==> config.mk <==
export PLATFORM = sky130hd
export DESIGN_NAME = ctl_port
export DESIGN_NICKNAME = d
export VERILOG_FILES = /design/src/rtl/ctl_port_pkg.sv /design/src/rtl/ctl_port_sync.sv /design/src/rtl/ctl_port_wlatch.sv /design/src/rtl/ctl_port_rlatch.sv /design/src/rtl/ctl_port.sv
export SDC_FILE = /design/constraint.sdc
export NUM_CORES = 1
export LEC_CHECK = 0
export BUFFER_PORTS_ARGS = -buffer_cell sky130_fd_sc_hd__buf_4
export CAP_MARGIN = 10
export CELL_PAD_IN_SITES_DETAIL_PLACEMENT = 0
export CELL_PAD_IN_SITES_GLOBAL_PLACEMENT = 1
export CORE_MARGIN = 1
export CORE_UTILIZATION = 35
export DETAILED_ROUTE_END_ITERATION = 8
export MAX_ROUTING_LAYER = met4
export PLACE_DENSITY_LB_ADDON = 0.1
export SYNTH_ARGS = -nofsm -noshare
export SYNTH_HDL_FRONTEND = slang
export SYNTH_SLANG_ARGS = --single-unit
==> constraint.sdc <==
create_clock -name clk_i -period 2.9 [get_ports clk_i]
set_clock_uncertainty 0.1 [all_clocks]
set_input_delay 0.29 -clock clk_i [delete_from_list [all_inputs] [get_ports clk_i]]
set_output_delay 0.29 -clock clk_i [all_outputs]
set_load 0.005 [all_outputs]
==> src/rtl/ctl_port_pkg.sv <==
package ctl_port_pkg;
  typedef struct packed {
    logic wr_act;
    logic rd_act;
  } bus_cyc_t;

  function automatic bus_cyc_t decode_cyc(input logic cs_n, input logic rd_n, input logic wr_n);
    bus_cyc_t c;
    c.wr_act = ~cs_n & ~wr_n;
    c.rd_act = ~cs_n & ~rd_n & wr_n;
    return c;
  endfunction
endpackage

==> src/rtl/ctl_port_sync.sv <==
module ctl_port_sync #(
  parameter int STAGES = 2
) (
  input  logic clk_i,
  input  logic rst_ni,
  input  logic d_i,
  output logic q_o
);
  logic [STAGES-1:0] chain_q;

  generate
    if (STAGES == 1) begin : g_one
      always_ff @(posedge clk_i or negedge rst_ni) begin
        if (!rst_ni) chain_q <= '0;
        else         chain_q <= d_i;
      end
    end else begin : g_many
      always_ff @(posedge clk_i or negedge rst_ni) begin
        if (!rst_ni) chain_q <= '0;
        else         chain_q <= {chain_q[STAGES-2:0], d_i};
      end
    end
  endgenerate

  assign q_o = chain_q[STAGES-1];
endmodule

==> src/rtl/ctl_port_wlatch.sv <==
module ctl_port_wlatch #(
  parameter int W = 6
) (
  input  logic         clk_i,
  input  logic         rst_ni,
  input  logic         load_i,
  input  logic [W-1:0] d_i,
  output logic [W-1:0] view_o,
  output logic [W-1:0] held_o
);
  logic [W-1:0] held_q;

  always_ff @(posedge clk_i or negedge rst_ni) begin
    if (!rst_ni)     held_q <= '0;
    else if (load_i) held_q <= d_i;
  end

  // transparent while loading, frozen otherwise
  assign view_o = load_i ? d_i : held_q;
  assign held_o = held_q;
endmodule

==> src/rtl/ctl_port_rlatch.sv <==
module ctl_port_rlatch #(
  parameter int W = 8
) (
  input  logic         clk_i,
  input  logic         rst_ni,
  input  logic         freeze_i,
  input  logic [W-1:0] d_i,
  output logic [W-1:0] snap_o
);
  logic [W-1:0] snap_q;

  always_ff @(posedge clk_i or negedge rst_ni) begin
    if (!rst_ni)        snap_q <= '0;
    else if (!freeze_i) snap_q <= d_i;
  end

  assign snap_o = snap_q;
endmodule

==> src/rtl/ctl_port.sv <==
module ctl_port
  import ctl_port_pkg::*;
#(
  parameter int CH_W        = 6,
  parameter int SNS_W       = 2,
  parameter int SYNC_STAGES = 2,
  localparam int BUS_W      = CH_W + SNS_W
) (
  input  logic             clk_i,
  input  logic             rst_ni,
  input  logic             cs_ni,
  input  logic             rd_ni,
  input  logic             wr_ni,
  input  logic [BUS_W-1:0] wr_data_i,
  input  logic [SNS_W-1:0] sensor_i,
  input  logic             estop_i,
  output logic [BUS_W-1:0] rd_data_o,
  output logic             rd_oe_o,
  output logic [CH_W-1:0]  chan_o,
  output logic             chan_en_o,
  output logic             status_o
);
  bus_cyc_t        cyc;
  logic [CH_W-1:0] chan_view;
  logic [CH_W-1:0] chan_held;
  logic [BUS_W-1:0] snap;
  logic            stop_s;
  logic            status_q;

  assign cyc = decode_cyc(cs_ni, rd_ni, wr_ni);

  ctl_port_wlatch #(.W(CH_W)) u_wlatch (
    .clk_i  (clk_i),
    .rst_ni (rst_ni),
    .load_i (cyc.wr_act),
    .d_i    (wr_data_i[CH_W-1:0]),
    .view_o (chan_view),
    .held_o (chan_held)
  );

  ctl_port_rlatch #(.W(BUS_W)) u_rlatch (
    .clk_i    (clk_i),
    .rst_ni   (rst_ni),
    .freeze_i (cyc.rd_act),
    .d_i      ({sensor_i, chan_view}),
    .snap_o   (snap)
  );

  ctl_port_sync #(.STAGES(SYNC_STAGES)) u_stop_sync (
    .clk_i  (clk_i),
    .rst_ni (rst_ni),
    .d_i    (estop_i),
    .q_o    (stop_s)
  );

  always_ff @(posedge clk_i or negedge rst_ni) begin
    if (!rst_ni)         status_q <= 1'b0;
    else if (cyc.wr_act) status_q <= 1'b1;
    else if (cyc.rd_act) status_q <= 1'b0;
  end

  assign chan_o    = stop_s ? '0 : chan_view;
  assign chan_en_o = ~stop_s;
  assign rd_oe_o   = cyc.rd_act;
  assign rd_data_o = cyc.rd_act ? snap : '0;
  assign status_o  = status_q;

  logic unused_held;
  assign unused_held = ^chan_held;
endmodule

==> flow_summary.toml <==
[flow_run]
cap_violations = 0

[clock_network]
cts_tree = "yes"
cts_made_buffers = 3
clock-sinks = 17
htreeDepth = 1
path_clk_slew_ps = 90
clkLatencyLatePin_ps = 290
clock_path_buffers = 2
root_buffer = "clkbuf_4"

[yosys]
synth_top_family_by_area = "simple AND/OR/NAND/NOR gates"
syn_area_sq_um = 855
synth_compound_area_share_pct = 12.2
syn_area_per_cell_sq_um = 10.7
synth_seq_cells = 17
synth_top_area_share_pct = 49.8
ys_seq_area_share_pct = 49.8
synth-xor-area-share_pct = 0
syn-num-nets = 96
netlist_instances = 80
yosys.area_share.simple_pct = 29.4
yosys-top-cells-area = "dfrtp_1 50%, nand2_1 4.4%, a21oi_1 4.1%"
synth.area.mux_share_pct = 2.64
synth-adder-area-share_pct = 0
ys_types = 20
yosys_warnings = 0
synth_top_area_cell = "dfrtp_1"

[grt]
track_usage_pct = 16.1
grt-ovfl-total = 0
grt_max_degree = 26
grt_pass1_wl_mm = 3.10
grt_pass1_vias = 691
grt_antenna_before_repair = 0

[sta]
rsz0062_at_grt = "false"
finalSetupViolCount = 0
hold_viol_final = 0
max_slew.worst_pin.slew_ps = 304
fin_crit_sh_pct = 54.1
drv_slew = 0
maxSlewHeadroom_pct = 79.7
max_freq_mhz = 638
tns_ps = 0
min_period_ps = 1570

[power]
sw_frac_of_total_pct = 25.9
irDropWorstVdd_v = 0.000216
p_switching_mw = 0.130
seqPwrFrac_pct = 55.2
power_leakage_nw = 0.555
combPwrFrac_pct = 19.7
fin_total_pwr_mw = 0.501
intPower_mw = 0.371
p_clk_share_pct = 25.1
p_per_area_nw_per_um2 = 445

[worst_setup_path]
cp.depth = 4
crit_path_max_incr_delay_ps = 410
crit_top_cell = "buf_4"
path_class = "in -> out"
arrival_ps = 1180
worstSetupStartpointType = "input port"
endpoint_kind = "output port"
cp_top_family = "simple AND/OR/NAND/NOR gates"
cp_max_fo = 25
critPathRequiredTime_ps = 2510
crit_chain = "buf_4 > or3b_1 > a21oi_1 > buf_4"
regToRegEndpoint = "u_rlatch.snap_o[5]$_DFFE_PN0N_"
r2r_cells = 2
r2r_slack_ps = 1700
path_buf_inv = 2
slowest_stage = "or3b_1"
timing.rr.start = "u_rlatch.snap_o[5]$_DFFE_PN0N_"

[placed_design]
dp.final_hpwl_mm = 1.22
port_buffers = 30
dpl_cell_area_sq_um = 1080
place_inst = 133
place.gp.congestion = 0.687

[detailed_routing]
routedWlPerCell_um = 12.7
drt_iter0_markers = 7
wirelength_mm = 1.77
drc = 0
dr_total_vias = 721
vias_per_cell = 5.19
drt_pre_antenna_iters = 6
ant_nets = 0

[hold_path]
min_to = "u_rlatch.snap_o[7]$_DFFE_PN0N_"
min-delay-start = "sensor_i[1]"
hold-path-cell-count = 2
hp-class = "in -> reg"

[final_layout]
synthToLayoutAreaGrowth_pct = 31.6
final_util_pct = 49.9
fin_area_sq_um = 1120
antenna_cells = 0
final_nets = 128
layoutNonFillerInstCount = 139
layout.cells.most_common_list = "30 x buf_4, 17 x dfrtp_1, 10 x nand2_1"
drive_gt1_share_pct = 34.2
final_common_cell = "buf_4"

[die]
io_pins = 33
dieWidth_um = 51.4
die-area_sq_um = 2640
initial_utilization_pct = 37.9
core_sq_um = 2250
die_h_um = 51.4
rows = 17

[run_status]
status = "completed"
## cells by family (layout without fill, tap and decap cells)
family                 Yosys count  count (layout)
DFF                             17              17
and+or+nand+nor                 35              35
muxes                            2               2
AOI/OAI and AO/OA               17              17
buffers and inverters            9              40
## sequential cells by signal, summed over array words and instances, names as in the netlist
name                 cells
u_stop_sync.chain_q      2
status_o                 1
u_wlatch.held_o          6
u_rlatch.snap_o          8
## worst max path at each step
stage / endpoint / from / slack [ps]
floorplan: chan_o[0] / wr_ni / 1550
global placement: chan_o[5] / cs_ni / 1330
detailed placement: chan_o[4] / cs_ni / 1330
CTS: chan_o[5] / cs_ni / 1320
global route: chan_o[0] / cs_ni / 1270
finish: chan_o[5] / cs_ni / 1330
## routing by layer
metal	wire length [um]	share of wire [%]	global-route usage (%)	vias to the layer above
li1	-	-	-	355
met2	893	50	26.6	26
met1	762	43	20.0	338
met3	102	5.8	1.79	2
met5	0	0	-	-
met4	12	0.68	6.76	0
## area by class of cell
type / count / area (sq um)
flip-flops and latches: 17 / 425
multi-input cells: 54 / 378
inverters: 4 / 15.0
well taps: 28 / 35.0
clock buffers: 4 / 26.3
fillers: 239 / 1130
repair buffers: 32 / 245
## cell usage after synthesis, drive strengths merged
master,instances
nand2,10
o21ai,7
a21oi,7
dfrtp,17
clkbuf,1
and2,5
nand4bb,3
or3b,6
o221a,3
nor3b,1
or4b,3
buf,4
mux2,2
or2,1
inv,4
nand3,3
nand4,3
## metrics by stage
stage	hold slack [ps]	worst slack (ps)
2_1_floorplan	-106	1550
3_5_place_dp	69.3	1330
5_1_grt	119	1270
4_1_cts	116	1320
6_report	115	1330
3_3_place_gp	69.1	1330
## what timing repair did
item / CTS / global route
hold buffers: 2 / 0
gates resized for setup: 0 / 0
setup endpoints to repair: 0 / 0
setup buffers: 0 / 0
endpoints found under the hold margin: 18 / 0
## power by group through the flow
stage,Sequential (mW),Clock (mW),Combinational (mW)
global placement,0.280,0,0.0969
floorplan,0.278,0,0.0540
CTS,0.277,0.132,0.100
global route,0.281,0.139,0.112
detailed placement,0.282,0,0.0977
finish,0.277,0.126,0.0985
No activity file was read; power rests on OpenSTA's default activity.
